`config.mk`:
```
export PLATFORM = sky130hd
export DESIGN_NAME = irq_bus_arbiter
export DESIGN_NICKNAME = d
export VERILOG_FILES = /design/src/rtl/irqarb_pkg.sv /design/src/rtl/irqarb_sync.sv /design/src/rtl/irqarb_trig.sv /design/src/rtl/irqarb_prio.sv /design/src/rtl/irq_bus_arbiter.sv
export SDC_FILE = /design/constraint.sdc
export NUM_CORES = 1
export LEC_CHECK = 0
export ABC_AREA = 1
export BUFFER_PORTS_ARGS = -buffer_cell sky130_fd_sc_hd__buf_2
export CAP_MARGIN = 20
export CORE_UTILIZATION = 25
export DETAILED_ROUTE_END_ITERATION = 6
export PLACE_DENSITY = 0.45
export SYNTH_ARGS = -nofsm -noshare
export SYNTH_HDL_FRONTEND = slang
export SYNTH_SLANG_ARGS = --single-unit
```
`constraint.sdc`:
```
create_clock -name clk -period 1.47 [get_ports clk]
set_clock_uncertainty 0.1 [all_clocks]
set_input_delay 0 -clock clk [delete_from_list [all_inputs] [get_ports clk]]
set_output_delay 0 -clock clk [all_outputs]
set_load 0.02 [all_outputs]
```
`src/rtl/irqarb_pkg.sv`:
```
// Package: shared constants and types for the interrupt/bus arbiter.
// Assumes the secondary maskable line count is fixed at two by the pin set.
package irqarb_pkg;

    // Secondary (mode-programmable) maskable lines
    localparam int NUM_EXT = 2;
    // Mode field width per line and total config width
    localparam int MODE_W  = 2;
    localparam int CFG_W   = NUM_EXT * MODE_W;
    // Source code width: INT0 plus the secondary lines
    localparam int SRC_W   = $clog2(NUM_EXT + 1);
    // Number of qualified lines: NMI plus secondary lines
    localparam int NUM_TRIG = NUM_EXT + 1;

    // Fixed non-maskable entry address
    localparam logic [15:0] NMI_ENTRY = 16'h0066;

    // Synchronized pin vector positions
    localparam int PIN_BREQ = 0;
    localparam int PIN_NMI  = 1;
    localparam int PIN_INT0 = 2;
    localparam int PIN_EXT0 = 3;
    localparam int NUM_PINS = PIN_EXT0 + NUM_EXT;

    // Trigger qualification mode
    typedef enum logic [MODE_W-1:0] {
        TRIG_LOW  = 2'd0,
        TRIG_RISE = 2'd1,
        TRIG_FALL = 2'd2,
        TRIG_LOW2 = 2'd3
    } trig_mode_e;

endpackage

```
`src/rtl/irqarb_sync.sv`:
```
// Module: multi-stage synchronizer for a vector of asynchronous pins.
// All stages reset to 1, which is the idle level of active-low pins, so
// no false edge appears after reset. Assumes STAGES >= 2.
module irqarb_sync #(
    parameter int W      = 5,
    parameter int STAGES = 2
) (
    input  logic         clk,
    input  logic         rst_n,
    input  logic [W-1:0] pins_i,
    output logic [W-1:0] lvl_o
);

    logic [STAGES-1:0][W-1:0] stg_q;

    // Shift pins through the synchronizer chain
    always_ff @(posedge clk) begin
        if (!rst_n) begin
            stg_q <= '1;
        end else begin
            stg_q[0] <= pins_i;
            for (int s = 1; s < STAGES; s++) begin
                stg_q[s] <= stg_q[s-1];
            end
        end
    end

    assign lvl_o = stg_q[STAGES-1];

endmodule

```
`src/rtl/irqarb_trig.sv`:
```
// Module: qualifies one synchronized active-low line as a request.
// Level modes report the current level. Edge modes latch the edge until
// clr_i acknowledges it. Assumes lvl_i is already synchronous.
module irqarb_trig
    import irqarb_pkg::*;
(
    input  logic       clk,
    input  logic       rst_n,
    input  logic       lvl_i,
    input  trig_mode_e mode_i,
    input  logic       clr_i,
    output logic       req_o
);

    logic prev_q;
    logic latch_q;
    logic is_edge;
    logic edge_hit;

    // Keep the previous synchronized level for edge detection
    always_ff @(posedge clk) begin
        if (!rst_n) prev_q <= 1'b1;
        else        prev_q <= lvl_i;
    end

    // Decide whether the current mode is edge based and whether an edge hit
    always_comb begin
        is_edge  = (mode_i == TRIG_RISE) || (mode_i == TRIG_FALL);
        edge_hit = 1'b0;
        if (mode_i == TRIG_RISE) edge_hit = !prev_q && lvl_i;
        if (mode_i == TRIG_FALL) edge_hit = prev_q && !lvl_i;
    end

    // Hold a detected edge until acknowledged; merge repeats into one
    always_ff @(posedge clk) begin
        if (!rst_n) latch_q <= 1'b0;
        else        latch_q <= is_edge && ((latch_q && !clr_i) || edge_hit);
    end

    assign req_o = is_edge ? latch_q : !lvl_i;

    AST_EDGE_HELD: assert property (@(posedge clk) disable iff (!rst_n)
        (latch_q && is_edge && !clr_i) |=> latch_q);

endmodule

```
`src/rtl/irqarb_prio.sv`:
```
// Module: fixed-priority selector and grant registers.
// Priority: bus request, NMI, INT0, then the secondary lines by index.
// Assumes requests are synchronous and instr_end_i implies a cycle end.
module irqarb_prio
    import irqarb_pkg::*;
(
    input  logic               clk,
    input  logic               rst_n,
    input  logic               breq_i,
    input  logic               nmi_req_i,
    input  logic               int0_req_i,
    input  logic [NUM_EXT-1:0] ext_req_i,
    input  logic               cycle_end_i,
    input  logic               instr_end_i,
    input  logic               ie_set_i,
    output logic               nmi_clr_o,
    output logic [NUM_EXT-1:0] ext_clr_o,
    output logic               bus_grant_o,
    output logic               nmi_take_o,
    output logic               mi_ack_o,
    output logic [SRC_W-1:0]   mi_src_o,
    output logic               ack_m1_o,
    output logic               ack_iorq_o,
    output logic               ie_o
);

    logic             bg_q;
    logic             ie_q;
    logic             nmi_take_q;
    logic             mi_ack_q;
    logic [SRC_W-1:0] mi_src_q;
    logic             ack_m1_q;
    logic             ack_iorq_q;

    logic             irq_ok;
    logic             mask_ok;
    logic             take_nmi;
    logic             take_mi;
    logic [SRC_W-1:0] src_d;
    logic [NUM_EXT-1:0] ext_clr_d;

    // Pick the single interrupt winner at an instruction end
    always_comb begin
        irq_ok    = instr_end_i && !bg_q && !breq_i;
        take_nmi  = irq_ok && nmi_req_i;
        mask_ok   = irq_ok && !nmi_req_i && ie_q;
        take_mi   = 1'b0;
        src_d     = '0;
        ext_clr_d = '0;
        if (mask_ok && int0_req_i) begin
            take_mi = 1'b1;
        end else if (mask_ok) begin
            for (int i = 0; i < NUM_EXT; i++) begin
                if (!take_mi && ext_req_i[i]) begin
                    take_mi      = 1'b1;
                    src_d        = SRC_W'(i + 1);
                    ext_clr_d[i] = 1'b1;
                end
            end
        end
    end

    // Bus grant: taken at a machine-cycle end, held while requested
    always_ff @(posedge clk) begin
        if (!rst_n)    bg_q <= 1'b0;
        else if (bg_q) bg_q <= breq_i;
        else           bg_q <= breq_i && (cycle_end_i || instr_end_i);
    end

    // Enable flag: set by request, cleared by any interrupt grant
    always_ff @(posedge clk) begin
        if (!rst_n)                    ie_q <= 1'b0;
        else if (take_nmi || take_mi)  ie_q <= 1'b0;
        else if (ie_set_i)             ie_q <= 1'b1;
    end

    // Register the one-clock grant pulses and acknowledge qualifiers
    always_ff @(posedge clk) begin
        if (!rst_n) begin
            nmi_take_q <= 1'b0;
            mi_ack_q   <= 1'b0;
            mi_src_q   <= '0;
            ack_m1_q   <= 1'b0;
            ack_iorq_q <= 1'b0;
        end else begin
            nmi_take_q <= take_nmi;
            mi_ack_q   <= take_mi;
            mi_src_q   <= take_mi ? src_d : '0;
            ack_m1_q   <= take_mi && (src_d == '0);
            ack_iorq_q <= take_mi && (src_d == '0);
        end
    end

    assign nmi_clr_o   = take_nmi;
    assign ext_clr_o   = ext_clr_d;
    assign bus_grant_o = bg_q;
    assign nmi_take_o  = nmi_take_q;
    assign mi_ack_o    = mi_ack_q;
    assign mi_src_o    = mi_src_q;
    assign ack_m1_o    = ack_m1_q;
    assign ack_iorq_o  = ack_iorq_q;
    assign ie_o        = ie_q;

    AST_BUS_BLOCKS: assert property (@(posedge clk) disable iff (!rst_n)
        bg_q |=> (!nmi_take_q && !mi_ack_q));
    AST_NMI_HELD: assert property (@(posedge clk) disable iff (!rst_n)
        (nmi_req_i && !take_nmi) |=> nmi_req_i);
    AST_NMI_FIRST: assert property (@(posedge clk) disable iff (!rst_n)
        mi_ack_q |-> !$past(nmi_req_i));
    AST_INT0_QUAL: assert property (@(posedge clk) disable iff (!rst_n)
        ack_m1_q |-> (mi_ack_q && ack_iorq_q && mi_src_q == '0));
    AST_EXT_NO_QUAL: assert property (@(posedge clk) disable iff (!rst_n)
        (mi_ack_q && mi_src_q != '0) |-> (!ack_m1_q && !ack_iorq_q));
    AST_IE_DROPS: assert property (@(posedge clk) disable iff (!rst_n)
        (nmi_take_q || mi_ack_q) |-> !ie_q);
    AST_MI_NEEDS_IE: assert property (@(posedge clk) disable iff (!rst_n)
        mi_ack_q |-> $past(ie_q));
    AST_AT_BOUNDARY: assert property (@(posedge clk) disable iff (!rst_n)
        (nmi_take_q || mi_ack_q) |-> $past(instr_end_i));
    AST_ONE_GRANT: assert property (@(posedge clk) disable iff (!rst_n)
        $onehot0({nmi_take_q, mi_ack_q}));

endmodule

```
`src/rtl/irq_bus_arbiter.sv`:
```
// Module: top of the interrupt and bus-request arbiter.
// Synchronizes the pins, qualifies NMI and the secondary lines, holds the
// trigger-mode register and drives the grant outputs.
// Assumes the core pulses cycle_end/instr_end for one clock each.
module irq_bus_arbiter
    import irqarb_pkg::*;
#(
    parameter int SYNC_STAGES = 2
) (
    input  logic             clk,
    input  logic             rst_n,
    input  logic             busreq_n,
    input  logic             nmi_n,
    input  logic             int0_n,
    input  logic             int1_n,
    input  logic             int2_n,
    input  logic             cycle_end,
    input  logic             instr_end,
    input  logic             ie_set,
    input  logic             cfg_we,
    input  logic [CFG_W-1:0] cfg_wdata,
    output logic [CFG_W-1:0] cfg_rdata,
    output logic             ie_o,
    output logic             bus_grant,
    output logic             nmi_take,
    output logic [15:0]      nmi_vector,
    output logic             mi_ack,
    output logic [SRC_W-1:0] mi_src,
    output logic             ack_m1,
    output logic             ack_iorq,
    output logic [7:0]       port_levels
);

    logic [NUM_PINS-1:0] lvl;
    logic [CFG_W-1:0]    cfg_q;
    logic [NUM_TRIG-1:0] trig_req;
    logic [NUM_TRIG-1:0] trig_clr;
    logic                nmi_clr;
    logic [NUM_EXT-1:0]  ext_clr;

    irqarb_sync #(
        .W      (NUM_PINS),
        .STAGES (SYNC_STAGES)
    ) sync_i (
        .clk    (clk),
        .rst_n  (rst_n),
        .pins_i ({int2_n, int1_n, int0_n, nmi_n, busreq_n}),
        .lvl_o  (lvl)
    );

    // Trigger-mode register write
    always_ff @(posedge clk) begin
        if (!rst_n)      cfg_q <= '0;
        else if (cfg_we) cfg_q <= cfg_wdata;
    end

    assign trig_clr = {ext_clr, nmi_clr};

    // One qualifier per edge-capable line: slot 0 is NMI, fixed to falling
    generate
        for (genvar t = 0; t < NUM_TRIG; t++) begin : g_trig
            trig_mode_e mode;
            if (t == 0) begin : g_nmi
                assign mode = TRIG_FALL;
            end else begin : g_ext
                assign mode = trig_mode_e'(cfg_q[(t-1)*MODE_W +: MODE_W]);
            end
            irqarb_trig trig_i (
                .clk    (clk),
                .rst_n  (rst_n),
                .lvl_i  (lvl[PIN_NMI + (t == 0 ? 0 : PIN_EXT0 - 1 + t - 1)]),
                .mode_i (mode),
                .clr_i  (trig_clr[t]),
                .req_o  (trig_req[t])
            );
        end
    endgenerate

    irqarb_prio prio_i (
        .clk         (clk),
        .rst_n       (rst_n),
        .breq_i      (!lvl[PIN_BREQ]),
        .nmi_req_i   (trig_req[0]),
        .int0_req_i  (!lvl[PIN_INT0]),
        .ext_req_i   (trig_req[NUM_TRIG-1:1]),
        .cycle_end_i (cycle_end),
        .instr_end_i (instr_end),
        .ie_set_i    (ie_set),
        .nmi_clr_o   (nmi_clr),
        .ext_clr_o   (ext_clr),
        .bus_grant_o (bus_grant),
        .nmi_take_o  (nmi_take),
        .mi_ack_o    (mi_ack),
        .mi_src_o    (mi_src),
        .ack_m1_o    (ack_m1),
        .ack_iorq_o  (ack_iorq),
        .ie_o        (ie_o)
    );

    assign cfg_rdata   = cfg_q;
    assign nmi_vector  = nmi_take ? NMI_ENTRY : 16'h0000;
    assign port_levels = {lvl[PIN_EXT0+1], lvl[PIN_EXT0], 6'b000000};

    AST_VECTOR_ONLY_ON_TAKE: assert property (@(posedge clk) disable iff (!rst_n)
        !nmi_take |-> (nmi_vector == 16'h0000));
    AST_PORT_LOW_ZERO: assert property (@(posedge clk) disable iff (!rst_n)
        port_levels[5:0] == 6'b000000);

endmodule

```
### After elaboration in Yosys (flattened, before gate mapping)

Cells that the tools add are included.

| word-level totals | value |
|---|---|
| logic and storage cells | 83 |
| bits in registers | 27 |

| cells by class | value |
|---|---|
| reductions and logical operators | 42 |
| multiplexer cells | 21 |
| bitwise gates (word level) | 1 |
| equal/unequal tests | 4 |

Operators with widths:

| kind | count |
|---|---|
| 1-bit logical AND | 19 |
| 1-bit 2-to-1 mux | 15 |
| 1-bit zero test | 13 |
| 2-bit 2-to-1 mux | 5 |
| 1-bit logical OR | 7 |
| 7-bit 2-to-1 mux | 1 |
| 2-bit by 1-bit equality test with 1-bit output, second input constant | 2 |
| 2-bit equality test, second input constant | 2 |
| 2-bit zero test | 1 |
| 2-bit AND reduction | 1 |
| 2-bit OR reduction | 1 |
| 1-bit inverter | 1 |

### Longest topological paths before layout

Gate-level depths: netlist of run 1.

| depth | value |
|---|---|
| depth after elaboration | 16 |
| depth in mapped cells | 8 |
| depth with buffers taken out | 8 |

### Modules after synthesis

Synthesis of run 1 repeated with hierarchy kept, for this count alone.

| unflattened totals | value |
|---|---|
| cell total of the unflattened synthesis | 196 |
| area total of the unflattened synthesis | 1416.4 sq um |

Modules (own cells, without submodules):

| module | area an instance (sq um) | times used | cells an instance |
|---|---|---|---|
| irqarb_trig | 138.9 | 3 | 23 |
| irq_bus_arbiter | 346.6 | 1 | 51 |
| irqarb_prio | 329.1 | 1 | 40 |
| irqarb_sync | 324.1 | 1 | 36 |

### Worst setup path after synthesis of run 1

No wires, ideal clock.

| timing path | value |
|---|---|
| path type | register to register |
| from | register cfg_q[0], in the netlist cfg_rdata[0] |
| to | register g_trig[2].trig_i.latch_q |
| path slack | -0.058 ns |
| setup time | 0.122 ns |
| period minus slack after synthesis | 1.528 ns |
| arrival time | 1.306 ns |
| cell stages (with the launch flop) | 7 |
| buffers on the path | 0 |
| cells stage by stage | dfxtp_1 > inv_1 > ha_1 > o21ai_2 > nand2_1 > o21ai_0 > a21oi_1 |

| between the ends | value |
|---|---|
| word-level cells in the longest chain between the ends | 15 |
| elaborated cells on any way between the ends | 16 |

Ends and longest elaborated chain:

| item | RTL line | RTL |
|---|---|---|
| start: declaration | irq_bus_arbiter.sv:35 | `logic [CFG_W-1:0] cfg_q;` |
| start signal: assignment | irq_bus_arbiter.sv:54 | `else if (cfg_we) cfg_q <= cfg_wdata;` |
| 2-bit by 1-bit equality test with 1-bit output or 2-bit equality test (tied branches) | irqarb_trig.sv:28 | `is_edge = (mode_i == TRIG_RISE) \|\| (mode_i == TRIG_FALL);` |
| 1-bit logical OR (*) | irqarb_trig.sv:28 |  |
| 1-bit 2-to-1 mux (*) | irqarb_trig.sv:40 | `assign req_o = is_edge ? latch_q : !lvl_i;` |
| 1-bit 2-to-1 mux (*) | irqarb_prio.sv:54 | `if (!take_mi && ext_req_i[i]) begin` |
| 1-bit 2-to-1 mux (*) | irqarb_prio.sv:52 | `end else if (mask_ok) begin` |
| 1-bit 2-to-1 mux (*) | irqarb_prio.sv:50 | `if (mask_ok && int0_req_i) begin` |
| 1-bit zero test (*) | irqarb_prio.sv:54 |  |
| 1-bit logical AND (*) | irqarb_prio.sv:54 |  |
| 1-bit 2-to-1 mux (*) | irqarb_prio.sv:54 |  |
| 2-bit 2-to-1 mux (*) | irqarb_prio.sv:52 |  |
| 2-bit 2-to-1 mux (*) | irqarb_prio.sv:50 |  |
| 1-bit zero test (*) | irqarb_trig.sv:37 | `else latch_q <= is_edge && ((latch_q && !clr_i) \|\| edge_hit);` |
| 1-bit logical AND (*) | irqarb_trig.sv:37 |  |
| 1-bit logical OR (*) | irqarb_trig.sv:37 |  |
| 1-bit logical AND (*) | irqarb_trig.sv:37 |  |
| end signal: assignment | irqarb_trig.sv:37 |  |
| end: declaration | irqarb_trig.sv:16 | `logic latch_q;` |

Mark *: on every way between the ends. The rest lies on a longest branch, timed or not. The select of a mux whose other input is x is not followed.
A chain may end at the register's enable or synchronous reset.

### Worst setup path in the final report of run 1

| timing path | value |
|---|---|
| from | register prio_i.bg_q, in the netlist prio_i.bus_grant_o |
| to | register prio_i.bg_q, in the netlist prio_i.bus_grant_o |

| between the ends | value |
|---|---|
| word-level cells in the longest chain between the ends | 1 |

Ends and longest elaborated chain:

| item | RTL line | RTL |
|---|---|---|
| start: declaration | irqarb_prio.sv:27 | `logic bg_q;` |
| start signal: assignment | irqarb_prio.sv:66 | `else if (bg_q) bg_q <= breq_i;` |
| start signal: assignment | irqarb_prio.sv:67 | `else bg_q <= breq_i && (cycle_end_i \|\| instr_end_i);` |
| 1-bit 2-to-1 mux | irqarb_prio.sv:66 |  |

No other way between the ends.

==> results by stage, run 1 <==
Synthesis:
- The sequential element share of the synthesized area is 46.15%.
- Sorting the synthesized cells by how often they occur yields sky130_fd_sc_hd__dfxtp_1, sky130_fd_sc_hd__buf_4, sky130_fd_sc_hd__nand2_1, sky130_fd_sc_hd__inv_1, sky130_fd_sc_hd__nor2_1.
- The cell count after synthesis is around 140.
- By area the synthesized netlist is led by sky130_fd_sc_hd__dfxtp_1, sky130_fd_sc_hd__buf_4, sky130_fd_sc_hd__nand2_1.
- The simple-gate share of the synthesized area is 19.66%.
- The synthesized netlist occupies a cell area of roughly 1200 um^2.
- The number of enable flip-flop cells after synthesis is 0.
- The library cell with the highest instance count after synthesis is sky130_fd_sc_hd__dfxtp_1.
- After synthesis, the largest area contributor takes up 46.15% of total cell area.
- The netlist uses 23 different library cells.
- The synthesized design contains 27 register bits.
- Dividing the synthesized area by the synthesized cell count gives 8.675 um^2.
- Summing the areas of all fa, ha and maj instances in the mapped netlist gives 4.274% of the synthesized area.
- The top cell type by total area after synthesis is sky130_fd_sc_hd__dfxtp_1.
- The post-synthesis mux area share is 0%.
- The main combinational cell family by area after synthesis is buffers and inverters.
- Of the total synthesized cell area, the portion taken by XOR and XNOR cells is 0%.
- The leading register cell type out of synthesis is sky130_fd_sc_hd__dfxtp_1.
- For this run, the number of Yosys warnings is 0.
- The post-synthesis compound-gate area fraction is under 10%.
- The share of flip-flops with an asynchronous set or reset after synthesis is 0%.

GRT:
- The combined global-route utilization of all metal layers is under 10%.
- Summed over all layers, the global routing overflow is 0.
- Entering global routing, the biggest net connects 18 pins.
- The initial antenna violation count was 0.
- The layer with the highest usage is met2.
- Global routing consumed, on the met3 layer, 2.886% of the routing resources.
- The number of global-route vias before repair is 845.
- The met1 usage is between 10% and 20%.
- In the global route stage, met2 resource usage came out at 15.77%.
- The wire length of the first global-routing pass is around 3500 um.

Floorplanning:
- The floorplan has 24 rows.
- The effective utilization at floorplan is 26.53%.
- The top-level port count is 51.
- In this run the horizontal extent of the chip is just over 70 um.
- The core area is 4414 um^2.
- The die extent in y is slightly above 70 um.
- The total die area is 4963 um^2.

Worst setup path:
- The highest fanout seen on the critical path is 3.
- The worst flop-to-flop path endpoint is prio_i.bus_grant_o.
- Data on the critical path is required at its endpoint by 1.54 ns.
- The worst reg-to-reg path cell count is 3.
- In this run the critical register-to-register path is launched from prio_i.bus_grant_o.
- The critical path is of the register to register type.
- STA classifies the critical path endpoint as a register.
- STA puts the critical path data arrival time at 1.44 ns.
- STA classifies the critical path startpoint as a register.
- In this run the register-to-register setup slack is around 0.093 ns.

Hold path:
- The start point of the worst min-delay path is sync_i.stg_q[1].
- For hold timing, the worst endpoint is sync_i.lvl_o[1].
- The number of cells on the worst hold path is 1.
- The worst hold path belongs to the class register to register.

Cells and area:
- The non-filler instance count after layout is 232.
- The area used by multi-input combinational logic is roughly 470 um^2.
- With fillers left out, the area of the finished cells amounts to 1531 um^2.
- The layout overhead on the synthesized area is 30.77%.
- The number of nets in the layout is 200.
- The count of antenna diodes in the layout is 0.
- The filler cell count in the final layout is 476.
- Measured on the finished design, the core utilization comes to 34.69%.
- The area occupied by registers is 543.0 um^2.
- The post-route netlist has a little under a third of its cells at a drive strength greater than 1.

Timing:
- The max-slew violation count was 0.
- The worst hold slack across all endpoints is 0.3142 ns.
- Derived from the worst setup path, the maximum achievable clock frequency is slightly above 0.7 GHz.
- Setup violations remaining at the end of the flow were counted as 0.
- The total negative slack for setup checks is 0 ns.
- The minimum clock period is 1.377 ns.
- The number of failing hold endpoints at the final stage was 0.
- After layout, the worst path uses 93.67% of the clock period.
- The final critical-path setup slack is between 0.09 and 0.1 ns.

Clock network:
- In this run the number of H-tree levels came out at 1.
- Clock tree synthesis found a total of 27 sinks.
- The root buffer cell chosen for the clock tree is sky130_fd_sc_hd__clkbuf_8.
- The later pin in the worst-skew pair is clocked with a latency of between 0.2 and 0.3 ns.
- Clock-pin slew was measured on the worst setup and hold paths at ~0.090 ns.
- TritonCTS built the clock tree.
- The maximum root-to-sink buffer count is 2.
- The number of clock buffers added by TritonCTS is 3.
- After clock tree synthesis, the setup repair step added 0 buffers.

Power:
- The sequential cell fraction of total power is 53.8%.
- In this run the power spent charging and discharging nets is ~0.39 mW.
- Combinational logic burns roughly 17% of the power.
- Net switching is 27.02% of the power.
- For this design the ratio of total power to cell area is 945.2 nW/um^2.
- Power comes to 1.448 mW.
- The total leakage power is 0.7375 nW.
- The internal power of the cells totals 1.056 mW.
- The clock network burns 29.2% of the power.
- The maximum resistive drop on vdd is 0.5253 mV.

Run:
- The total of max-cap violations is 0.

Routing:
- The number of search-and-repair iterations in the first detailed-routing pass is 4.
- Using the TritonRoute via totals, the vias-per-cell ratio works out to 3.836.
- Dividing the detail-routed wire length by the instance count gives between 9 and 10 um.
- Wires add up to around 2100 um.
- The total via count after detailed routing is 890.
- In the routed design, unresolved DRC markers number 0.
- The violation count after the first detailed-routing iteration is 34.
- The remaining antenna violation count after routing is 0.

Place:
- The count of buffers added on input and output ports is 32.
- Summing all placed instances gives a cell area of ~1300 um^2.
- The worst-case setup slack after placement is ~0.038 ns.
- After legalization and detailed placement, the total HPWL measured 1461 um.
- The number of placed instances with taps included is ~210.
- At the end of routability-driven placement, the weighted congestion stood at 0.7897.

Run status:
- The flow ran to the end, and the final reports show no timing, DRC or antenna violations.
==> metal layers <==
| metal | vias to the layer above | routed length (um) |
|---|---|---|
| li1 | 467 | - |
| met1 | 379 | 895 |
| met2 | 38 | 1060 |
| met3 | 6 | 130 |
| met4 | 0 | 35 |
| met5 | - | 0 |
==> what timing repair did <==
| item | 4_1_cts | 5_1_grt |
|---|---|---|
| resized for setup | 0 | 7 |
| endpoints found under the setup margin | 0 | 8 |
| hold endpoints to repair | 16 | 0 |
| hold buffers | 19 | 0 |
==> worst max path at each step <==
stage / startpoint / endpoint / slack (ns) / cells past startpoint
after floorplan: cfg_rdata[0] / g_trig[2].trig_i.latch_q / 0.03 / 6
after global placement: cfg_rdata[0] / g_trig[2].trig_i.latch_q / 0.07 / 6
after detailed placement: cfg_rdata[0] / g_trig[2].trig_i.latch_q / 0.04 / 6
after CTS: cfg_rdata[0] / g_trig[2].trig_i.latch_q / 0.03 / 6
after global routing: cfg_rdata[2] / g_trig[2].trig_i.latch_q / -0.009 / 8
final: prio_i.bus_grant_o / prio_i.bus_grant_o / 0.09 / 3
==> state kept, by name, summed over array words and instances, names as in the netlist, 2 cells and up <==
name / cells
g_trig.trig_i.prev_q: 3
g_trig.trig_i.latch_q: 3
prio_i.mi_src_o: 2
sync_i.lvl_o: 5
sync_i.stg_q: 5
cfg_rdata: 4
==> placed cells by master, fill, tap and decap left out, types with 3 or more instances in the layout <==
cell                             n
sky130_fd_sc_hd__a21oi_1         6
sky130_fd_sc_hd__buf_2          31
sky130_fd_sc_hd__clkbuf_8        3
sky130_fd_sc_hd__conb_1         18
sky130_fd_sc_hd__dfxtp_1        25
sky130_fd_sc_hd__dlygate4sd3_1  19
sky130_fd_sc_hd__ha_1            3
sky130_fd_sc_hd__inv_1          12
sky130_fd_sc_hd__nand2_1        15
sky130_fd_sc_hd__nand3_1         4
sky130_fd_sc_hd__nor2_1          8
sky130_fd_sc_hd__o21ai_0         5
sky130_fd_sc_hd__or2_1           5
sky130_fd_sc_hd__or2_2           6
==> cells by family after synthesis <==
kind of cell    Yosys count
simple gates             46
buf+inv                  40
flops                    27
compound gates           17
fa+ha+maj                 4
other cells               1
==> final cells by class <==
cell class                      count  share of cell area (%)
Sequential cell                    27                   35.46
Clock buffer                        3                   2.696
Timing Repair Buffer               51                   23.28
Multi-Input combinational cell     85                   30.64
Inverter                           13                   3.186
Clock inverter                      1                  0.4902
Tap cell                           52                   4.248
==> power groups by stage <==
stage	Combinational, mW	Sequential (mW)	Clock, mW
3_5_place_dp	0.196	0.795	0
5_1_grt	0.274	0.784	0.473
4_1_cts	0.237	0.778	0.446
2_1_floorplan	0.172	0.808	0
3_3_place_gp	0.195	0.794	0
6_report	0.246	0.779	0.423
==> worst max-delay path: stages, from the launching register on <==
cell and delay, ns:
sky130_fd_sc_hd__dfxtp_1 0.36, sky130_fd_sc_hd__nor3_2 0.19, sky130_fd_sc_hd__dlygate4sd3_1 0.57, sky130_fd_sc_hd__nor3_1 0.04
Note: power is estimated with default switching activity, not from simulation.
==> inputs of run 2 (changes only) <==
--- a/config.mk
+++ b/config.mk
@@ -8,7 +8,9 @@
 export ABC_AREA = 1
 export BUFFER_PORTS_ARGS = -buffer_cell sky130_fd_sc_hd__buf_2
 export CAP_MARGIN = 20
+export CORE_MARGIN = 2
 export CORE_UTILIZATION = 25
+export CTS_CLUSTER_DIAMETER = 60
 export DETAILED_ROUTE_END_ITERATION = 6
 export PLACE_DENSITY = 0.45
 export SYNTH_ARGS = -nofsm -noshare
==> constraint.sdc (replaced) <==
create_clock -name clk -period 1.7 [get_ports clk]
set_clock_uncertainty 0.1 [all_clocks]
set_input_delay 0 -clock clk [delete_from_list [all_inputs] [get_ports clk]]
set_output_delay 0 -clock clk [all_outputs]
set_load 0.02 [all_outputs]
==> run 2 against run 1 <==
  * First-iteration DRC count down 18%
  * Largest power group unchanged
  * Utilization down 0.97 points
  * Combinational power down 16%
  * Highest routed layer unchanged
  * Largest cell class unchanged
  * Critical path type is now input port to register
  * Total power down 15%
==> results by stage, run 2 (synthesized netlist as in run 1, its figures left out) <==
Clock network:
- The latest clock arrival within the worst-skew pair came to 0.26 ns (about the same).
- The number of clock sinks came to 27 (unchanged).
- The clock transition time at the flip-flop clock pins of the worst setup and hold paths is 0.09 ns (about the same).
- TritonCTS built the clock tree.
- The number of levels the H-tree was split into is 1 (unchanged).
- The maximum root-to-sink buffer count came to 2 (unchanged).
- The tree is rooted in a sky130_fd_sc_hd__clkbuf_8.
- The clock buffer count from CTS came to 3 (unchanged).

Routing:
- The remaining antenna violation count after routing is 0 (unchanged).
- The mean number of vias per cell is 3.905 (+1.8%).
- The average detailed-routed wire length per instance is 9.168 um (+0.28%).
- The number of search-and-repair iterations in the first detailed-routing pass is 3 (-1).
- The routed wire length on met2 came to 1125 um (+6.1%).
- The top metal layer carrying routed signals is met4.
- The total met3 wirelength after detailed routing is 92 um (-29%).
- The violation count after the first detailed-routing iteration is 28 (-18%).
- The post-route DRC violation count was 0 (unchanged).
- The total wire length is 2127 um (+0.28%).
- The met1 wire length is 895 um (unchanged).
- The total via count after detailed routing came to 906 (+1.8%).

Power:
- The maximum resistive drop on vdd is 0.3880 mV (-26%).
- The areal power density over the cells is 823.1 nW/um^2 (-13%).
- The total leakage power came to 0.7340 nW (-0.49%).

Cells and area:
- From synthesis to final layout, the design area changed by 27.99%.
- The area occupied by registers is 540.5 um^2 (-0.46%).
- The non-filler instance count after layout is 232 (unchanged).
- The filler cell count in the final layout is 463 (-2.7%).
- The number of nets in the layout is 200 (unchanged).
- The count of antenna diodes in the layout is 0 (unchanged).
- The area used by multi-input combinational logic is 447.9 um^2 (-4.5%).
- The fraction of final layout cells with drive strength greater than 1 came to 27.22% (-2.8 points).
- The post-route standard cell area excluding fillers was 1499 um^2 (-2.1%).
- In the layout the commonest cells are sky130_fd_sc_hd__buf_2, sky130_fd_sc_hd__dfxtp_1, sky130_fd_sc_hd__dlygate4sd3_1, sky130_fd_sc_hd__conb_1, sky130_fd_sc_hd__nand2_1.
- The library cell used most frequently in the layout, excluding fill and tap cells, is sky130_fd_sc_hd__buf_2.

Run status:
- The flow ran to the end, and the final reports show no timing, DRC or antenna violations.

Hold path:
- The min-delay analysis places its worst path in the category register to register.
- The start point of the worst min-delay path is sync_i.stg_q[1].

Worst setup path:
- The endpoint type of the worst setup path is a register.
- The launch point of the worst path is cfg_we.
- STA classifies the critical path startpoint as an input port.
- The category of the critical setup timing path is input port to register.
- The arrival time of data at the critical path endpoint was 1.59 ns (+0.15 ns).
- The highest fanout seen on the critical path is 8 (+5).
- By instance count, the cell type seen most on the critical path is sky130_fd_sc_hd__dlygate4sd3_1.
- The largest incremental delay on the critical path is 0.57 ns (about the same).
- The buffers plus inverters on the worst setup path is 4 (+3).
- The worst-path cell with the longest stage delay is sky130_fd_sc_hd__dlygate4sd3_1.
- The critical path required time is 1.80 ns (+0.26 ns).
- The signal on the critical path passes through dlygate4sd3_1 -> buf_2 -> inv_1 -> o21ai_0 -> dlygate4sd3_1 -> a21oi_1.
- The worst register-to-register path begins at cfg_rdata[0].
- In this design, the largest share of critical-path delay is due to buffers and inverters.

Timing:
- Setup repair after global routing left no endpoint under its margin.
- The total negative slack for setup checks is 0 ns (unchanged).
- The share of the clock period used by the worst path is 87.85%.
- The number of endpoints failing setup at the final stage was 0 (unchanged).
- The minimum clock period is ~1.5 ns.
- Timing would allow up to 0.6696 GHz.
- The number of failing hold endpoints at the final stage was 0 (unchanged).
- The max-slew violation count is 0 (unchanged).

Floorplanning:
- The die extent in y is 72.45 um (+2.8%).
- The number of cell rows is 24 (unchanged).
- The die extent in x is 72.45 um (+2.8%).
- The effective utilization at floorplan is 26.35% (-0.18 points).
- The core area was 4444 um^2 (+0.68%).
- The top-level port count is 51 (unchanged).
- The total die area is 5248 um^2 (+5.8%).

GRT:
- The initial antenna violation count was 0 (unchanged).
- The total grt overflow is 0 (unchanged).
- The maximum number of pins on one net before global-route repair is 18 (unchanged).
- The number of global-route vias before repair is 899 (+6.4%).
- The combined global-route utilization of all metal layers is 8.571% (-0.47 points).
- The wire length of the first global-routing pass is 3698 um (+4.5%).

Place:
- The last weighted congestion value of the routability-driven placer is 0.7923 (+0.33%).
- The post-detailed-placement half-perimeter wirelength is 1497 um (+2.4%).
- The count of input and output buffers is 32 (unchanged).
- The cell area after placement is 1262 um^2 (-0.20%).
- The number of placed instances with taps included was 209 (unchanged).

Run:
- The total of max-cap violations is 0 (unchanged).
[run 2: repair_timing]
item,in CTS,in global routing
hold buffers,19,0
resized for setup,0,0
setup buffers,0,0
endpoints found under the hold margin,16,0
[run 2: cell type report]
type / count / area share, %
Sequential cell: 27 / 36.06
Multi-Input combinational cell: 85 / 29.88
Timing Repair Buffer: 51 / 23.37
Tap cell: 52 / 4.341
Inverter: 13 / 3.255
Clock buffer: 3 / 2.755
Clock inverter: 1 / 0.3339
[run 2: power by group]
| part | switching [mW] | internal, mW |
|---|---|---|
| Clock | 0.192 | 0.164 |
| Sequential | 0.0142 | 0.658 |
| Combinational | 0.122 | 0.0841 |
[run 2: worst paths after layout]
kind,end,slack [ns],cells after the start
hold reg to reg,sync_i.lvl_o[1],0.31,1
hold / removal,sync_i.lvl_o[1],0.31,1
setup / recovery,cfg_rdata[2],0.21,6
setup reg to reg,g_trig[2].trig_i.latch_q,0.21,6
[run 2: metrics by stage]
step | utilization, % | total power, mW | setup WS (ns) | hold slack [ns]
CTS | 33.73 | 1.248 | 0.2305 | 0.3146
floorplan | - | 0.8468 | 0.1723 | -0.0001304
finish | 33.73 | 1.234 | 0.2066 | 0.3142
global placement | 28.41 | 0.8542 | 0.2760 | 0.07911
global route | 33.73 | 1.305 | 0.1194 | 0.3242
detailed placement | 28.41 | 0.8569 | 0.2415 | 0.08786
[run 2: routing by layer]
layer,vias up,global-route usage (%)
li1,471,-
met1,407,9.415
met2,26,16.31
met3,2,1.528
met4,0,3.086
met5,-,0
